### src/rtl/sgntest_pkg.sv
// Package: shared widths, opcode values and the flag-pair type of the
// packed sign-bit test flag unit. Assumes lanes are 32 or 64 bits wide.
package sgntest_pkg;
    localparam int unsigned VEC_W_MAX  = 256;
    localparam int unsigned SLOT_W     = 32;
    localparam logic [7:0]  OPC_LANE32 = 8'h0E;
    localparam logic [7:0]  OPC_LANE64 = 8'h0F;
    localparam logic [3:0]  VVVV_UNUSED = 4'b1111;

    typedef struct packed {
        logic zf;
        logic cf;
    } flag_pair_t;
endpackage

### src/rtl/sgntest_decode.sv
// Module: checks that the encoding fields describe a legal packed sign-bit
// test and derives the lane size from the opcode byte. Purely combinational;
// clk and rst_n only clock the local assertions.
module sgntest_decode
    import sgntest_pkg::*;
(
    input  logic       clk,
    input  logic       rst_n,
    input  logic [7:0] opcode_byte,
    input  logic       pfx_66,
    input  logic       map_0f38,
    input  logic       vex_w,
    input  logic [3:0] vex_vvvv,
    output logic       lane64,
    output logic       illegal
);
    logic opc_known;

    // Recognise the two opcode values and pick the lane size.
    always_comb begin
        opc_known = (opcode_byte == OPC_LANE32) || (opcode_byte == OPC_LANE64);
        lane64    = (opcode_byte == OPC_LANE64);
    end

    // Combine every legality rule into one illegal indication.
    always_comb begin
        illegal = !opc_known || !pfx_66 || !map_0f38 || vex_w ||
                  (vex_vvvv != VVVV_UNUSED);
    end

    // a set width bit must never pass as legal.
    assert_w_illegal_R8: assert property (@(posedge clk) disable iff (!rst_n)
        vex_w |-> illegal);

    // any used extra register field must never pass as legal.
    assert_vvvv_illegal_R9: assert property (@(posedge clk) disable iff (!rst_n)
        (vex_vvvv != 4'b1111) |-> illegal);

    // a legal encoding always carries one of the two opcodes.
    assert_opcode_legal_R7: assert property (@(posedge clk) disable iff (!rst_n)
        !illegal |-> (opcode_byte[7:1] == 7'h07));
endmodule

### src/rtl/sgntest_sign_reduce.sv
// Module: gathers the sign bit of every 32-bit slot and masks the slots
// that are active for the selected vector length and lane size. It then
// reduces the AND and AND-NOT terms into the zero and carry flags. A 64-bit
// lane's sign bit is the sign bit of its upper 32-bit slot.
module sgntest_sign_reduce
    import sgntest_pkg::*;
#(
    parameter int unsigned VEC_W = VEC_W_MAX
) (
    input  logic             clk,
    input  logic             rst_n,
    input  logic [VEC_W-1:0] opa,
    input  logic [VEC_W-1:0] opb,
    input  logic             wide,
    input  logic             lane64,
    output flag_pair_t       flags
);
    localparam int unsigned NSLOT      = VEC_W / SLOT_W;
    localparam int unsigned NSLOT_HALF = NSLOT / 2;

    logic [NSLOT-1:0] act_mask;
    logic [NSLOT-1:0] and_sign;
    logic [NSLOT-1:0] andn_sign;

    for (genvar s = 0; s < NSLOT; s++) begin : g_slot
        localparam int unsigned MSB = s * SLOT_W + SLOT_W - 1;
        // Decide whether this slot's sign bit counts, and form both terms.
        always_comb begin
            act_mask[s]  = (wide || (s < NSLOT_HALF)) &&
                           (!lane64 || ((s % 2) == 1));
            and_sign[s]  = opb[MSB] & opa[MSB];
            andn_sign[s] = opb[MSB] & ~opa[MSB];
        end
    end

    // Reduce the masked terms into the two flags.
    always_comb begin
        flags.zf = ~|(and_sign & act_mask);
        flags.cf = ~|(andn_sign & act_mask);
    end

    // the number of active lanes follows vector length and lane size.
    assert_active_lanes_R4: assert property (@(posedge clk) disable iff (!rst_n)
        $countones(act_mask) == ((wide ? NSLOT : NSLOT_HALF) >> lane64));

    // in 128-bit mode no slot of the upper half takes part.
    assert_upper_idle_R5: assert property (@(posedge clk) disable iff (!rst_n)
        !wide |-> (act_mask[NSLOT-1:NSLOT_HALF] == '0));
endmodule

### src/rtl/sgntest_out_stage.sv
// Module: single registered result stage with a valid/ready handshake.
// Takes a request only while empty, so in_ready is simply "not holding".
// An illegal request records ud and keeps the previous zero and carry flags.
module sgntest_out_stage
    import sgntest_pkg::*;
(
    input  logic       clk,
    input  logic       rst_n,
    input  logic       in_valid,
    output logic       in_ready,
    input  logic       in_legal,
    input  flag_pair_t in_flags,
    output logic       out_valid,
    input  logic       out_ready,
    output logic       zf,
    output logic       cf,
    output logic       of,
    output logic       sf,
    output logic       af,
    output logic       pf,
    output logic       flag_we,
    output logic       ud
);
    logic take;

    // Accept only when the stage is empty.
    always_comb begin
        in_ready = !out_valid;
        take     = in_valid && in_ready;
    end

    // Track whether a result is held.
    always_ff @(posedge clk) begin
        if (!rst_n)         out_valid <= 1'b0;
        else if (take)      out_valid <= 1'b1;
        else if (out_ready) out_valid <= 1'b0;
    end

    // Capture the result fields of an accepted request.
    always_ff @(posedge clk) begin
        if (!rst_n) begin
            zf <= 1'b0; cf <= 1'b0;
            of <= 1'b0; sf <= 1'b0; af <= 1'b0; pf <= 1'b0;
            flag_we <= 1'b0; ud <= 1'b0;
        end else if (take) begin
            flag_we <= in_legal;
            ud      <= !in_legal;
            if (in_legal) begin
                zf <= in_flags.zf; cf <= in_flags.cf;
                of <= 1'b0; sf <= 1'b0; af <= 1'b0; pf <= 1'b0;
            end
        end
    end

    // an accepted request shows its result on the next cycle.
    assert_result_next_R11: assert property (@(posedge clk) disable iff (!rst_n)
        (in_valid && in_ready) |=> out_valid);

    // no request is accepted while a result is held.
    assert_busy_blocks_R11: assert property (@(posedge clk) disable iff (!rst_n)
        out_valid |-> !in_ready);

    // a stalled result stays put.
    assert_hold_stall_R12: assert property (@(posedge clk) disable iff (!rst_n)
        (out_valid && !out_ready) |=> (out_valid && $stable({zf, cf, flag_we, ud})));

    // an illegal request leaves zf and cf untouched and blocks the write.
    assert_ud_keeps_flags_R10: assert property (@(posedge clk) disable iff (!rst_n)
        (in_valid && in_ready && !in_legal) |=> (ud && !flag_we && $stable(zf) && $stable(cf)));

    // a written result never carries a set overflow, sign, aux or parity flag.
    assert_clear_flags_R6: assert property (@(posedge clk) disable iff (!rst_n)
        (out_valid && flag_we) |-> !(of || sf || af || pf));
endmodule

### src/rtl/sgntest_flag_unit.sv
// Module: top of the packed sign-bit test flag unit. Decodes the encoding,
// reduces the lane sign bits and registers the flags behind a valid/ready
// handshake. Assumes a synchronous active-low reset.
module sgntest_flag_unit
    import sgntest_pkg::*;
#(
    parameter int unsigned VEC_W = VEC_W_MAX
) (
    input  logic             clk,
    input  logic             rst_n,
    input  logic             in_valid,
    output logic             in_ready,
    input  logic [VEC_W-1:0] opnd_a,
    input  logic [VEC_W-1:0] opnd_b,
    input  logic             wide_sel,
    input  logic [7:0]       opcode_byte,
    input  logic             pfx_66,
    input  logic             map_0f38,
    input  logic             vex_w,
    input  logic [3:0]       vex_vvvv,
    output logic             out_valid,
    input  logic             out_ready,
    output logic             zf,
    output logic             cf,
    output logic             of,
    output logic             sf,
    output logic             af,
    output logic             pf,
    output logic             flag_we,
    output logic             ud
);
    logic       lane64;
    logic       illegal;
    flag_pair_t flags;

    sgntest_decode u_decode (
        .clk         (clk),
        .rst_n       (rst_n),
        .opcode_byte (opcode_byte),
        .pfx_66      (pfx_66),
        .map_0f38    (map_0f38),
        .vex_w       (vex_w),
        .vex_vvvv    (vex_vvvv),
        .lane64      (lane64),
        .illegal     (illegal)
    );

    sgntest_sign_reduce #(.VEC_W(VEC_W)) u_reduce (
        .clk    (clk),
        .rst_n  (rst_n),
        .opa    (opnd_a),
        .opb    (opnd_b),
        .wide   (wide_sel),
        .lane64 (lane64),
        .flags  (flags)
    );

    sgntest_out_stage u_out (
        .clk       (clk),
        .rst_n     (rst_n),
        .in_valid  (in_valid),
        .in_ready  (in_ready),
        .in_legal  (!illegal),
        .in_flags  (flags),
        .out_valid (out_valid),
        .out_ready (out_ready),
        .zf        (zf),
        .cf        (cf),
        .of        (of),
        .sf        (sf),
        .af        (af),
        .pf        (pf),
        .flag_we   (flag_we),
        .ud        (ud)
    );
endmodule

### config.mk
export PLATFORM = sky130hd
export DESIGN_NAME = sgntest_flag_unit
export DESIGN_NICKNAME = d
export VERILOG_FILES = /design/src/rtl/sgntest_pkg.sv /design/src/rtl/sgntest_decode.sv /design/src/rtl/sgntest_sign_reduce.sv /design/src/rtl/sgntest_out_stage.sv /design/src/rtl/sgntest_flag_unit.sv
export SDC_FILE = /design/constraint.sdc
export NUM_CORES = 1
export LEC_CHECK = 0
export ABC_CLOCK_PERIOD_IN_PS = 1300
export BUFFER_PORTS_ARGS = -buffer_cell sky130_fd_sc_hd__buf_2
export CAP_MARGIN = 20
export CORE_AREA = 10 10 203 205
export DETAILED_ROUTE_END_ITERATION = 8
export DIE_AREA = 0 0 213 215
export GPL_TIMING_DRIVEN = 0
export HOLD_SLACK_MARGIN = 0.08
export PLACE_DENSITY = 0.31
export SLEW_MARGIN = 20
export SYNTH_ARGS = -nofsm -noshare
export SYNTH_HDL_FRONTEND = slang
export SYNTH_SLANG_ARGS = --single-unit
export TNS_END_PERCENT = 50
### constraint.sdc
create_clock -name clk -period 1.3 [get_ports clk]
set_input_delay 0.065 -clock clk [delete_from_list [all_inputs] [get_ports clk]]
set_output_delay 0.065 -clock clk [all_outputs]
set_load 0.01 [all_outputs]
## Yosys cells after proc, flatten, opt, wreduce, memory -nomap -nowiden

Cells that the tools add are included.

| word-level totals | value |
|---|---|
| bits in registers | 5 |
| latch bits | 0 |
| RAM bits | 0 |
| bits in read-only memories | 0 |
| memories kept | 0 |

| operators by class | value |
|---|---|
| add/subtract/negate cells | 0 |
| multipliers | 0 |
| div/mod/pow operators | 0 |
| order comparisons | 0 |
| eq/ne operators | 3 |
| shift-type cells | 0 |
| muxes and demuxes | 2 |
| bitwise operators | 27 |
| reduce and logical (&&, ||, !) cells | 19 |

Operators by type and width:

| cell | number |
|---|---|
| $and A1 B1 Y1 | 16 |
| $and A8 B8 Y8 | 2 |
| $eq A8 B4 Y1 const B | 2 |
| $reduce_or A8 Y1 | 2 |
| $not A1 Y1 | 9 |
| $logic_not A1 Y1 | 8 |
| $logic_or A1 B1 Y1 | 5 |
| $ne A4 B4 Y1 const B | 1 |
| $logic_and A1 B1 Y1 | 2 |
| $mux W1 | 2 |
| $reduce_and A2 Y1 | 1 |
| $reduce_bool A2 Y1 | 1 |

## Longest topological paths before layout

| depth | value |
|---|---|
| depth after elaboration | 9 |
| gate-level depth with buffers | 4 |
| mapped depth without buffers | 4 |

## Cells and area by module

A second synthesis with hierarchy kept.

| second synthesis, totals | value |
|---|---|
| cells, all modules | 52 |
| area, all modules | 429.2 µm² |

By module, submodules not included:

| module | times used | cells each | area an instance (µm²) | sequential area each (µm²) |
|---|---|---|---|---|
| sgntest_out_stage | 1 | 26 | 241.5 | 100.1 |
| sgntest_sign_reduce | 1 | 19 | 133.9 | 0.0 |
| sgntest_decode | 1 | 6 | 50.0 | 0.0 |
| sgntest_flag_unit | 1 | 1 | 3.8 | 0.0 |

## Worst setup path after synthesis

Ideal clock, no wire load.

| timing path | value |
|---|---|
| kind | reg-to-reg |
| start point | reg u_out.out_valid |
| end point | reg u_out.cf |
| setup time | 0.088 ns |
| arrival | 1.111 ns |
| setup slack | 0.101 ns |
| cell stages (with the launch flop) | 5 |
| path buffers | 0 |
| clock period less this slack | 1.199 ns |
| path through | dfxtp_1 -> nand2b_1 -> nor4_4 -> nand3_2 -> o32ai_2 |

| between the ends | value |
|---|---|
| longest elaborated chain between the ends | 3 |

Ends and longest elaborated chain:

| item | line | text |
|---|---|---|
| start, declared | sgntest_out_stage.sv:13 | `output logic out_valid,` |
| start signal, assigned | sgntest_out_stage.sv:34 | `if (!rst_n) out_valid <= 1'b0;` |
| start signal, assigned | sgntest_out_stage.sv:35 | `else if (take) out_valid <= 1'b1;` |
| start signal, assigned | sgntest_out_stage.sv:36 | `else if (out_ready) out_valid <= 1'b0;` |
| $logic_not A1 Y1 | sgntest_out_stage.sv:28 | `in_ready = !out_valid;` |
| $logic_and A1 B1 Y1 | sgntest_out_stage.sv:29 | `take = in_valid && in_ready;` |
| $reduce_and A2 Y1 (no line) | n/a |  |
| end signal, assigned | sgntest_out_stage.sv:49 | `zf <= in_flags.zf; cf <= in_flags.cf;` |
| end, declared | sgntest_out_stage.sv:16 | `output logic cf,` |

Every way passes these cells.
A chain may end at the register's enable or synchronous reset.

## Final worst setup path

Ends and elaborated chain as after synthesis.

==> results.md <==
- Clock sink total: 5
- Final Cycle Share: 0.9395
- Synth Register Bits: 5
- DP HPWL: about 3.8 mm
- Root Driver: clkbuf_16
- Endpoint type of the worst setup path: flip-flop
- # setup viols final: 0
- Clock Latency Late Sink: around 0.23 ns
- Residual DRC: 0
- Pins Over Slew Limit: 0
- Setup TNS: 0 ns
- Critical Path AT: 1.37 ns
- DR WL met3: around 1.0 mm
- Row count: 71
- Vias in the first global route: about 630
- Share of cells above drive strength 1: 0.5816
- Xor and xnor area share after synthesis: 0
- Mean area per synthesized cell: 8.258 um2
- TritonRoute pass-1 iters: 4
- Num CTS Buffers: 3
- Setup WS pre-CTS: -0.1185 ns
- Register area share after synthesis: 0.2424
- CP delay by family, top: simple AND/OR/NAND/NOR gates
- Hold Path Class: primary input to flip-flop
- CTS H-tree depth: 1
- Initial antenna violation count: 13
- Slowest stage delay, CP: just over 0.3 ns
- Peak VDD IR: between 0.15 and 0.2 mV
- P per Cell Area: about 630 nW/um2
- Routed wire per std cell: 6.957 um
- Top-area cell type share of the netlist area: 0.2424
- Simple-gate share of the synthesized area: 0.3576
- Compound-Gate Fraction of Synth Area: 0.2727
- Cell area after synthesis: 412.9 um2
- # nets final: 631
- Die W: about 210 um
- Required time of the critical path: approximately 1.5 ns
- Clock Skew: about 0.0042 ns
- Largest net degree at the start of global routing: 7
- Multiplexer share of the synthesized area: 0
- Worst setup SP type: flip-flop
- Yosys Warn Count: 0
- Outcome: finished clean
- # IOs: about 540
- Total grt overflow: 0
- Cell taking the most area after synthesis: dfxtp_1
- Combinational family with the most area after synthesis: simple AND/OR/NAND/NOR gates
- Number of distinct library cells after synthesis: 26
- I/O Buffers: slightly above 40
- Fillers: 4394
- Met2 WL: 1.783 mm
- Global Route Usage Sum: 0.01826
- Worst-path clk slew: around 0.040 ns
- Crit Path Max Fanout: 4
- Die H: roughly 220 um
- Full die area: between 40000 and 50000 um2
- Routed length on met1: ~1.1 mm
- Fin. Hold Viols: 0
- Critical path type: flip-flop to flip-flop
- RSZ-0062 raised after global routing: yes
- Uppermost layer routed: met5
- Total routed wirelength: roughly 4 mm
- Area Growth Syn to Fin: 222.1%
- Cells after Synth: 50
- Slowest cell on the critical path: dfxtp_1
- Max Fclk: ~0.82 GHz
- Via count: between 500 and 600
- Post-route minimum period: roughly 1.2 ns
- Worst Path Buf+Inv: 0
- Core area: about 37000 um2
- Synth area leaders: dfxtp_1, buf_4, nor2b_1
- Routed Antenna Nets: 0
- Drt first-iter violations: 17
- CTS max path bufs: 2
- Synthesized-area fraction occupied by adder cells: 0
- Number of max-cap violations: 0
- Vias per cell: a little under 1
- CTS tree: yes
- Cell-by-cell trace of the critical path: nand2b_4 -> nor4_4 -> nand3_2 -> o32ai_2
- First-pass GRT wire length: approximately 5.2 mm
- Final worst slack: ~0.079 ns
- RePlAce Congestion: about 0.59
- Leakage: ~0.00039 uW
- Initial Util: 0.01109
-- worst register-to-register path, cell delays in order (launching register included) --
cell and delay, ns:
dfxtp_1 0.31, nand2b_4 0.18, nor4_4 0.25, nand3_2 0.13
o32ai_2 0.27
-- power breakdown --
part           internal (uW)  switching, uW  total, uW
clock                    404            121        525
combinational           77.9           69.9        148
sequential               159           2.59        162
total                    641            194        834
-- cell usage after synthesis --
library cell  count
a21oi_1           1
a222oi_1          2
a22o_1            2
a32oi_1           1
and2_1            2
and2_2            1
buf_4             4
conb_1            1
dfxtp_1           5
inv_1             5
nand2_1           3
nand2b_1          1
nand3_2           1
nand4_1           1
nand4b_1          1
nor2_1            3
nor2b_1           4
nor4_4            1
o21a_1            1
o21ai_0           4
o221ai_1          1
o32ai_1           1
o32ai_2           1
or2b_1            1
or2b_2            1
or3_4             1
-- repair_timing --
item	4_1_cts	5_1_grt
buffers inserted	0	0
hold buffers	0	0
gates resized for setup	2	1
setup endpoints to repair	4	1
cloned	0	0
-- sequential cells by signal, summed over array words and instances (netlist names) --
| register | cells |
|---|---|
| u_out.cf | 1 |
| u_out.flag_we | 1 |
| u_out.out_valid | 1 |
| u_out.ud | 1 |
| u_out.zf | 1 |
-- through the flow --
| step | hold WS (ns) | instance area, um2 | util | power (uW) | cells |
|---|---|---|---|---|---|
| after floorplan | 0.1825 | 424.2 | - | 224.7 | 53 |
| after global placement | 0.3948 | 1222 | 0.03284 | 312.3 | 568 |
| after detailed placement | 0.4021 | 1222 | 0.03284 | 313.8 | 568 |
| final | 0.1393 | 1330 | 0.03573 | 834.4 | 577 |
| after global routing | 0.1594 | 1320 | 0.03546 | 884.9 | 573 |
| after CTS | 0.1541 | 1310 | 0.03519 | 861.9 | 572 |
-- cells by family (layout without fill, tap and decap cells) --
| kind of cell | count (synthesis) | after routing |
|---|---|---|
| AOI/OAI and AO/OA | 14 | 14 |
| buffers and inverters | 9 | 54 |
| DFF | 5 | 5 |
| other | 1 | 9 |
| and+or+nand+nor | 21 | 21 |
-- worst paths after layout --
path	startpoint	to	slack, ns	depth (start not counted)
worst min register to register	u_out.cf	u_out.cf	0.49	2
worst min-delay path	rst_n	u_out.flag_we	0.14	2
worst max register to register	u_out.out_valid	u_out.cf	0.08	4
worst max-delay path	u_out.out_valid	u_out.cf	0.08	4
-- cell type report --
| type | instances | area [um2] | area share |
|---|---|---|---|
| Antenna cell | 5 | 12.51 | 0.009407 |
| Buffer | 4 | 30.03 | 0.02258 |
| Clock buffer | 3 | 75.07 | 0.05644 |
| Clock inverter | 1 | 5.005 | 0.003763 |
| Inverter | 5 | 18.77 | 0.01411 |
| Multi-Input combinational cell | 39 | 290.3 | 0.2182 |
| Sequential cell | 5 | 100.1 | 0.07526 |
| Tap cell | 474 | 593.1 | 0.4459 |
| Timing Repair Buffer | 41 | 205.2 | 0.1543 |
-- routing by layer --
metal | vias up | track usage
met4 | 8 | 0.004999
met3 | 16 | 0.02518
li1 | 278 | -
met1 | 225 | 0.01306
met2 | 35 | 0.02729
met5 | - | 0
-- cells in the final DEF, fill, tap and decap left out, types with 2 or more instances in the layout --
cell,synthesis,routed
a222oi_1,2,2
a22o_1,2,2
and2_1,2,2
buf_2,0,41
buf_4,4,4
clkbuf_16,0,3
conb_1,1,4
dfxtp_1,5,5
diode_2,0,5
inv_1,5,5
nand2_1,3,3
nor2_1,3,3
nor2b_1,4,4
o21ai_0,4,4
o32ai_2,1,2
(Power assumes the default switching activity.)
